==> src/rtl/cambus_pkg.sv <==
package cambus_pkg;
  localparam int OFS_ID   = 'h00;
  localparam int OFS_CTRL = 'h02;
  localparam int OFS_DATA = 'h80;
  localparam int BYTE_W   = 8;

  typedef struct packed {
    logic fmt_rgb;    // bit 7
    logic pclk_fall;  // bit 6
    logic spare;      // bit 5
    logic cap_en;     // bit 4
    logic dma4;       // bit 3
  } ctrl_wr_t;
endpackage

==> src/rtl/cambus_acc.sv <==
module cambus_acc #(
  parameter int AD_W  = 16,
  parameter int CNT_W = 6
) (
  input  logic             clk_i,
  input  logic             rst_ni,
  input  logic             cs_ni,
  input  logic             adv_ni,
  input  logic [AD_W-1:0]  ad_i,
  output logic             acc_o,
  output logic [CNT_W-1:0] cyc_o,
  output logic [AD_W-1:0]  addr_o
);
  localparam logic [CNT_W-1:0] CYC_MAX = '1;

  // cyc_o holds the index of the current access cycle (cycle 0 = first adv low)
  always_ff @(posedge clk_i or negedge rst_ni) begin
    if (!rst_ni) begin
      acc_o  <= 1'b0;
      cyc_o  <= '0;
      addr_o <= '0;
    end else if (!acc_o) begin
      if (!adv_ni) begin
        acc_o  <= 1'b1;
        cyc_o  <= CNT_W'(1);
        addr_o <= ad_i;
      end
    end else if (cs_ni && cyc_o >= CNT_W'(2)) begin
      acc_o <= 1'b0;
      cyc_o <= '0;
    end else begin
      if (!adv_ni) addr_o <= ad_i;
      if (cyc_o != CYC_MAX) cyc_o <= cyc_o + 1'b1;
    end
  end
endmodule

==> src/rtl/cambus_regs.sv <==
module cambus_regs
  import cambus_pkg::*;
#(
  parameter int          AD_W   = 16,
  parameter logic [7:0]  ID_VAL = 8'hA7
) (
  input  logic            clk_i,
  input  logic            rst_ni,
  input  logic            acc_i,
  input  logic            cs_ni,
  input  logic            we_ni,
  input  logic [AD_W-1:0] addr_i,
  input  logic [7:0]      wdata_i,
  input  logic            rd_clr_i,
  input  logic            ovf_set_i,
  input  logic            fifo_empty_i,
  output ctrl_wr_t        ctrl_o,
  output logic            ovf_o,
  output logic [7:0]      rdata_o
);
  logic wr_done_q;
  logic is_ctrl;
  logic wr_fire;

  assign is_ctrl = (addr_i == AD_W'(OFS_CTRL));
  assign wr_fire = acc_i && !cs_ni && !we_ni && !wr_done_q;

  always_ff @(posedge clk_i or negedge rst_ni) begin
    if (!rst_ni) begin
      ctrl_o    <= '0;
      wr_done_q <= 1'b0;
    end else begin
      if (!acc_i)       wr_done_q <= 1'b0;
      else if (wr_fire) wr_done_q <= 1'b1;
      if (wr_fire && is_ctrl) ctrl_o <= ctrl_wr_t'(wdata_i[7:3]);
    end
  end

  // new event wins over read-clear on the same edge
  always_ff @(posedge clk_i or negedge rst_ni) begin
    if (!rst_ni)        ovf_o <= 1'b0;
    else if (ovf_set_i) ovf_o <= 1'b1;
    else if (rd_clr_i)  ovf_o <= 1'b0;
  end

  always_comb begin
    rdata_o = '0;
    if (addr_i == AD_W'(OFS_ID)) rdata_o = ID_VAL;
    else if (is_ctrl)            rdata_o = {ctrl_o, 1'b0, ovf_o, fifo_empty_i};
  end
endmodule

==> src/rtl/cambus_rd.sv <==
module cambus_rd
  import cambus_pkg::*;
#(
  parameter int AD_W       = 16,
  parameter int CNT_W      = 6,
  parameter int FIRST_BEAT = 14,
  parameter int BURST_LEN  = 16
) (
  input  logic             clk_i,
  input  logic             rst_ni,
  input  logic             acc_i,
  input  logic [CNT_W-1:0] cyc_i,
  input  logic [AD_W-1:0]  addr_i,
  input  logic             oe_ni,
  input  logic             we_ni,
  input  logic             fifo_empty_i,
  input  logic [7:0]       fifo_data_i,
  input  logic [7:0]       reg_rdata_i,
  output logic [7:0]       rd_byte_o,
  output logic             fifo_pop_o,
  output logic             reg_rd_o
);
  localparam int BW = $clog2(BURST_LEN + 1);

  logic [BW-1:0] beats_q;
  logic is_data, first, more, beat;

  assign is_data    = (addr_i == AD_W'(OFS_DATA));
  // load on the edge ending cycle FIRST_BEAT-1 so the word shows in FIRST_BEAT
  assign first      = acc_i && !oe_ni && we_ni && (cyc_i == CNT_W'(FIRST_BEAT - 1));
  assign more       = acc_i && !oe_ni && (beats_q != '0);
  assign beat       = (first && is_data) || more;
  assign fifo_pop_o = beat && !fifo_empty_i;
  assign reg_rd_o   = first && !is_data;

  always_ff @(posedge clk_i or negedge rst_ni) begin
    if (!rst_ni) begin
      beats_q   <= '0;
      rd_byte_o <= '0;
    end else begin
      if (!acc_i)               beats_q <= '0;
      else if (first && is_data) beats_q <= BW'(BURST_LEN - 1);
      else if (more)            beats_q <= beats_q - 1'b1;

      if (beat)          rd_byte_o <= fifo_empty_i ? '0 : fifo_data_i;
      else if (reg_rd_o) rd_byte_o <= reg_rdata_i;
      else               rd_byte_o <= '0;
    end
  end
endmodule

==> src/rtl/cambus_top.sv <==
module cambus_top
  import cambus_pkg::*;
#(
  parameter int         AD_W       = 16,
  parameter int         FIRST_BEAT = 14,
  parameter int         BURST_LEN  = 16,
  parameter logic [7:0] ID_VAL     = 8'hA7
) (
  input  logic            clk_i,
  input  logic            rst_ni,
  input  logic            cs_ni,
  input  logic            adv_ni,
  input  logic            oe_ni,
  input  logic            we_ni,
  input  logic [AD_W-1:0] ad_i,
  output logic [AD_W-1:0] ad_o,
  output logic            ad_oe_o,
  input  logic            fifo_empty_i,
  input  logic [7:0]      fifo_data_i,
  output logic            fifo_pop_o,
  input  logic            ovf_set_i,
  output logic            dma_burst4_o,
  output logic            capture_en_o,
  output logic            pclk_fall_o,
  output logic            fmt_rgb_o
);
  localparam int CNT_W = $clog2(FIRST_BEAT + BURST_LEN + 32);

  logic             acc;
  logic [CNT_W-1:0] cyc;
  logic [AD_W-1:0]  addr;
  ctrl_wr_t         ctrl;
  logic             ovf_q;
  logic [7:0]       reg_rdata;
  logic [7:0]       rd_byte;
  logic             reg_rd;
  logic             rd_clr;

  cambus_acc #(.AD_W(AD_W), .CNT_W(CNT_W)) u_acc (
    .clk_i, .rst_ni, .cs_ni, .adv_ni, .ad_i,
    .acc_o(acc), .cyc_o(cyc), .addr_o(addr)
  );

  assign rd_clr = reg_rd && (addr == AD_W'(OFS_CTRL));

  cambus_regs #(.AD_W(AD_W), .ID_VAL(ID_VAL)) u_regs (
    .clk_i, .rst_ni, .acc_i(acc), .cs_ni, .we_ni, .addr_i(addr),
    .wdata_i(ad_i[7:0]), .rd_clr_i(rd_clr), .ovf_set_i, .fifo_empty_i,
    .ctrl_o(ctrl), .ovf_o(ovf_q), .rdata_o(reg_rdata)
  );

  cambus_rd #(.AD_W(AD_W), .CNT_W(CNT_W), .FIRST_BEAT(FIRST_BEAT),
              .BURST_LEN(BURST_LEN)) u_rd (
    .clk_i, .rst_ni, .acc_i(acc), .cyc_i(cyc), .addr_i(addr), .oe_ni, .we_ni,
    .fifo_empty_i, .fifo_data_i, .reg_rdata_i(reg_rdata),
    .rd_byte_o(rd_byte), .fifo_pop_o, .reg_rd_o(reg_rd)
  );

  assign ad_o         = {{(AD_W-8){1'b0}}, rd_byte};
  assign ad_oe_o      = !cs_ni && !oe_ni;
  assign dma_burst4_o = ctrl.dma4;
  assign capture_en_o = ctrl.cap_en;
  assign pclk_fall_o  = ctrl.pclk_fall;
  assign fmt_rgb_o    = ctrl.fmt_rgb;
endmodule

==> config.mk <==
export PLATFORM = sky130hd
export DESIGN_NAME = cambus_top
export DESIGN_NICKNAME = d
export VERILOG_FILES = /design/src/rtl/cambus_pkg.sv /design/src/rtl/cambus_acc.sv /design/src/rtl/cambus_regs.sv /design/src/rtl/cambus_rd.sv /design/src/rtl/cambus_top.sv
export SDC_FILE = /design/constraint.sdc
export NUM_CORES = 1
export LEC_CHECK = 0
export CAP_MARGIN = 40
export CORE_MARGIN = 2
export CORE_UTILIZATION = 27
export CTS_CLUSTER_DIAMETER = 120
export DETAILED_ROUTE_END_ITERATION = 16
export GPL_ROUTABILITY_DRIVEN = 0
export RECOVER_POWER = 100
export SYNTH_ARGS = -nofsm -noshare
export SYNTH_HDL_FRONTEND = slang
export SYNTH_SLANG_ARGS = --single-unit
==> constraint.sdc <==
create_clock -name clk_i -period 4 [get_ports clk_i]
set_clock_uncertainty 0.15 [all_clocks]
set_input_delay 0.6 -clock clk_i [delete_from_list [all_inputs] [get_ports clk_i]]
set_output_delay 0.6 -clock clk_i [all_outputs]
set_load 0.01 [all_outputs]
**Yosys cells after proc, flatten, opt, wreduce, memory -nomap -nowiden**

Index checks and enable logic that the tools add are counted.

- Register bits: 43
- Word-level logic and storage cells: 71

- Add/sub/neg operators: 2
- Magnitude comparators: 1
- Equality and inequality tests: 9
- Mux-type cells: 22
- Reductions and logical operators: 25

Operator list:

| kind | count |
|---|---|
| $mux 16 | 3 |
| $mux 8 | 5 |
| $mux 6 | 4 |
| $eq 16x2->1 const B | 1 |
| $eq 16x8->1 const B | 1 |
| $logic_not 16->1 | 1 |
| $mux 5 | 3 |
| $logic_and 1x1->1 | 14 |
| $mux 1 | 7 |
| $add 6x1->6 const B | 1 |
| $eq 6x4->1 const B | 1 |
| $ge 6x2->1 const B | 1 |
| $logic_not 1->1 | 6 |
| $ne 6x6->1 const B | 1 |
| $reduce_bool 5->1 | 1 |
| $sub 5x1->5 const B | 1 |
| $ne 2x1->1 const B | 2 |
| $ne 3x1->1 const B | 1 |
| $ne 3x3->1 const B | 1 |
| $ne 2x2->1 const B | 1 |
| $reduce_and 2->1 | 1 |
| $reduce_bool 2->1 | 1 |
| $logic_or 1x1->1 | 1 |

**Depth between registers and ports, before layout**

Gate-level depths: netlist (run 1).

- Word-level depth: 8
- Mapped depth: 7

**Hierarchy**

A second synthesis (run 1) with hierarchy kept.

- Cells, all modules: 189
- Area, all modules: 2321.0 um^2

Modules (own cells, without submodules):

| module | instances | cells an instance | area each (um^2) | sequential area each (um^2) |
|---|---|---|---|---|
| cambus_acc | 1 | 73 | 1059.8 | 575.6 |
| cambus_rd | 1 | 63 | 708.2 | 325.3 |
| cambus_regs | 1 | 37 | 420.4 | 175.2 |
| cambus_top | 1 | 16 | 132.6 | 0.0 |

**Worst setup path before layout (run 1)**

No wires, ideal clock.

- Kind: register to output
- Start: register u_rd.beats_q[0]
- End: output port fifo_pop_o
- Data arrival time: 1.728 ns
- Data required time: 3.250 ns
- Path slack: 1.522 ns
- Cell stages (with the launch flop): 7
- Path buffers: 0
- Cells stage by stage: dfrtp_1 -> inv_1 -> ha_1 -> nor4b_1 -> nor2_1 -> a32oi_1 -> inv_1

- Cells in the longest elaborated chain, start to end: 4

RTL lines:

| element | line | source |
|---|---|---|
| start: declaration | cambus_rd.sv:25 | `logic [BW-1:0] beats_q;` |
| start signal: assignment | cambus_rd.sv:42 | `else if (first && is_data) beats_q <= BW'(BURST_LEN - 1);` |
| start signal: assignment | cambus_rd.sv:43 | `else if (more) beats_q <= beats_q - 1'b1;` |
| $reduce_bool 5->1 | cambus_rd.sv:31 | `assign more = acc_i && !oe_ni && (beats_q != '0);` |
| $logic_and 1x1->1 | cambus_rd.sv:31 |  |
| $logic_or 1x1->1 | cambus_rd.sv:32 | `assign beat = (first && is_data) \|\| more;` |
| $logic_and 1x1->1 | cambus_rd.sv:33 | `assign fifo_pop_o = beat && !fifo_empty_i;` |
| end: declaration | cambus_top.sv:20 | `output logic fifo_pop_o,` |

Every way passes these cells.

**Final worst setup path (run 1)**

- Start: input port oe_ni
- End: output port fifo_pop_o

- Cells in the longest elaborated chain, start to end: 7

RTL lines:

| element | line | source |
|---|---|---|
| start: declaration | cambus_top.sv:13 | `input logic oe_ni,` |
| $logic_not 1->1 * | cambus_rd.sv:30, cambus_rd.sv:31 |  |
| $logic_and 1x1->1 * | cambus_rd.sv:30, cambus_rd.sv:31 |  |
| $logic_and 1x1->1 (2 in series) | cambus_rd.sv:30 | `assign first = acc_i && !oe_ni && we_ni && (cyc_i == CNT_W'(FIRST_BEAT - 1));` |
| $logic_and 1x1->1 | cambus_rd.sv:32 |  |
| $logic_or 1x1->1 * | cambus_rd.sv:32 |  |
| $logic_and 1x1->1 * | cambus_rd.sv:33 |  |

Mark *: on every way between the ends. The rest lies on a longest branch, timed or not.

==> impl_metrics.ini, run 1 <==
[status]
outcome = finished, violations left
failed_checks = max-capacitance violations, max-slew violations

[synth]
syn-instance-count = 187
synth.top_cells.by_count = 43 x sky130_fd_sc_hd__dfrtp_1, 21 x sky130_fd_sc_hd__inv_1, 12 x sky130_fd_sc_hd__mux2_2, 12 x sky130_fd_sc_hd__nor2_1, 10 x sky130_fd_sc_hd__mux2_4
unique_cell_type_count_in_the_yosys_netlist = 46
synth_seq_area_share_pct = 49.2
synth_enable_flop_cells = 0
yosysMostFrequentCell = sky130_fd_sc_hd__dfrtp_1
synth_top_area_cell = sky130_fd_sc_hd__dfrtp_1
synthXorXnorAreaFrac_pct = 2.00
avg_inst_size_synth_sq_um = 11.7
largest_family_of_logic_cells_by_synthesized_area = simple AND/OR/NAND/NOR gates
synth-warning-count = 0
synth.area.top_cells = sky130_fd_sc_hd__dfrtp_1 49%, sky130_fd_sc_hd__mux2_4 6.9%, sky130_fd_sc_hd__mux2_2 6.2%
ys_dominant_reg_cell = sky130_fd_sc_hd__dfrtp_1
synth.area.mux_share_pct = 13.5
post_synthesis_cell_area_sq_um = 2190
synth_fa_ha_area_share_pct = 2.29
postSynth.asyncResetShare_pct = 100
synth_compound_gate_area_share_pct = 7.89
synth_seq_cells = 43
synth.top_cell.area_share_pct = 49.2
yosys.area_share.simple_pct = 17.3

[timing]
fin_setup_tns_ps = 0
fin_worst_hold_slack_ps = 234
slew_headroom_pct = -0.697
timing.final.max_slew_violations = 29
max_freq_ghz = 0.288
timing_hold_violations_final = 0
layout_min_cycle_time_ps = 3470
final_min_period_over_clock_period_pct = 86.8
worst-slew-pin-transition_ps = 1510
grt_setup_unrepaired = false
timing.final.setup_violations = 0

[critical_path]
r2r_start = u_acc.cyc_o[0]
timing.reg2reg.worst_path_depth = 6
path_class = in2out
crit_path_max_fanout = 5
setup.worst_path.end_class = output port
crit_arrival_ps = 2720
cp.required_ps = 3250
crit_path_start_kind = input port
ff2ff_setup_slack_ps = 1010
critical_path.reg2reg.endpoint = u_acc.addr_o[15]

[floorplan]
area_of_the_die_sq_um = 8840
core-area_sq_um = 7810
ioPinCount = 54
core.rowCount = 32
initial_core_util_pct = 28.0
die_height_microns = 94
die_w_microns = 94

[power_and_ir_drop]
power_density_nw_per_um2 = 510
ir_worst_vdd_mv = 0.173
power_leakage_nw = 1.23

[routing]
wire_per_inst_microns = 13.8
post_drt_via_cell_ratio = 4.56
wl_microns = 4690
dr.first_iter.drc_count = 81
drt_pre_antenna_iters = 4
vias = 1549
ant_nets = 0
route.detailed.drc = 0

[clock_network]
clk_transition_reported_paths_ps = 90
cts.sink_count = 43
ctsHtreeMaxLevel = 2
post_cts_buffers = 0
cts-resized-gates = 0
insertion_delay_ps = 310
cts_tree = yes
cts-root-buf = sky130_fd_sc_hd__clkbuf_8
cts_inserted_buffers = 5
ctsHoldBuffers = 0
cts_max_path_buffers = 2

[place]
post_dp_cell_area_sq_um = 2730
portBuffers = 45
place.detailed.instances = 332
hpwl_microns = 3470

[cells_and_area]
layout.filler_cells = 786
stdcell_count = 340
syn_to_final_growth_pct = 24.9
antenna-diode-count = 0
share_of_cells_above_drive_strength_1_pct = 13.4
design.final.nets = 273
design_area_sq_um = 2730

[global_route]
grt_max_degree = 29
grt_pass1_wl_microns = 7830
antenna_found_initial = 0
global_route.overflow_total = 0
overall_global_routing_usage_pct = 11.5
grt_pass1_vias = 1549

[flow_run]
cap_violations = 1

[min_path]
min-delay-path-class = in2async
## worst max-delay path by stage
stage / startpoint / end / slack (ps) / cells after the start
after global placement: oe_ni / fifo_pop_o / 710 / 6
after global routing: oe_ni / fifo_pop_o / 360 / 6
after detailed placement: oe_ni / fifo_pop_o / 680 / 6
after CTS: oe_ni / fifo_pop_o / 680 / 6
final: oe_ni / fifo_pop_o / 530 / 6
after floorplan: u_rd.beats_q[0] / fifo_pop_o / 1520 / 6
## per-stage QoR
| step | util [%] | setup slack, ps | total power, mW |
|---|---|---|---|
| floorplan | - | 1520 | 0.970 |
| global placement | 34.7 | 711 | 1.10 |
| detailed placement | 34.9 | 682 | 1.11 |
| CTS | 36.4 | 681 | 1.47 |
| global route | 35.0 | 365 | 1.50 |
| finish | 35.0 | 529 | 1.39 |
## power breakdown
group,internal (mW),switching (mW),total [mW]
clock network,0.190,0.168,0.358
logic,0.209,0.193,0.402
registers,0.539,0.0928,0.632
total,0.938,0.454,1.39
## area by class of cell
cell class / instances / area (sq um) / area share (%)
Sequential cell: 43 / 1080 / 39.4
Multi-Input combinational cell: 119 / 878 / 32.1
Timing Repair Buffer: 47 / 455 / 16.7
Tap cell: 102 / 128 / 4.67
Inverter: 21 / 78.8 / 2.88
Clock buffer: 5 / 68.8 / 2.52
Clock inverter: 3 / 47.5 / 1.74
## cells by family (layout without fill, tap and decap cells)
group                    count (synthesis)  in the layout
AND/OR/NAND/NOR                         55             55
flip-flops                              43             43
buffers and inverters                   32             76
AO/OA/AOI/OAI                           24             24
multiplexers                            23             23
XOR/XNOR                                 5              5
adder cells (fa/ha/maj)                  4              4
other                                    1              8
## state kept, by name, indices dropped and copies added (netlist names)
name and count:
u_acc.addr_o 16, u_rd.rd_byte_o 8, u_acc.cyc_o 6, u_rd.beats_q 5
u_regs.ctrl_o 5, u_acc.acc_o 1, u_regs.ovf_o 1, u_regs.wr_done_q 1
## metal layers
| layer | GRT usage (%) | up-vias | part of all wire [%] |
|---|---|---|---|
| met5 | 0 | - | 0 |
| met1 | 15.2 | 762 | 46 |
| li1 | - | 746 | - |
| met2 | 17.8 | 35 | 48 |
| met3 | 4.33 | 6 | 5.0 |
| met4 | 2.90 | 0 | 1.0 |
## critical path, stage by stage
cell	delay, ps
sky130_fd_sc_hd__dlygate4sd3_1	600
sky130_fd_sc_hd__nand2b_1	210
sky130_fd_sc_hd__nor4b_1	430
sky130_fd_sc_hd__a32oi_1	210
sky130_fd_sc_hd__inv_1	80
sky130_fd_sc_hd__dlygate4sd3_1	600
## cells in the final DEF (no fill, tap or decap), types with 2 or more instances in the layout
cell                              synthesis  final
sky130_fd_sc_hd__nor4b_1                  2      2
sky130_fd_sc_hd__clkbuf_8                 0      5
sky130_fd_sc_hd__conb_1                   1      8
sky130_fd_sc_hd__o21ai_0                  5      5
sky130_fd_sc_hd__o22ai_1                  3      3
sky130_fd_sc_hd__nand2_1                  6      6
sky130_fd_sc_hd__dfrtp_1                 43     43
sky130_fd_sc_hd__o211ai_1                 2      2
sky130_fd_sc_hd__mux2_4                  10      2
sky130_fd_sc_hd__mux2_1                   0      8
sky130_fd_sc_hd__or4_4                    3      2
sky130_fd_sc_hd__clkbuf_1                 2      2
sky130_fd_sc_hd__a21oi_1                  5      5
sky130_fd_sc_hd__clkdlybuf4s50_1          0     28
sky130_fd_sc_hd__nand4_1                  4      5
sky130_fd_sc_hd__xor2_1                   4      4
sky130_fd_sc_hd__nand2b_1                 2      2
sky130_fd_sc_hd__ha_1                     4      4
sky130_fd_sc_hd__nand3_1                  5      5
sky130_fd_sc_hd__or2_2                    3      3
sky130_fd_sc_hd__o221ai_1                 4      4
sky130_fd_sc_hd__dlygate4sd3_1            0     16
sky130_fd_sc_hd__nor2_1                  12     12
sky130_fd_sc_hd__nor4_1                   2      4
sky130_fd_sc_hd__inv_1                   21     21
sky130_fd_sc_hd__mux2_2                  12     12
sky130_fd_sc_hd__or4_1                    1      2
sky130_fd_sc_hd__or4b_2                   2      2
(Power assumes the default switching activity.)
==> inputs of run 2 (changes only) <==
Settings changed: SLEW_MARGIN from default to 20.
==> results of run 2 <==
Same layout as run 1: the final DEF is identical, and so are final timing and power.
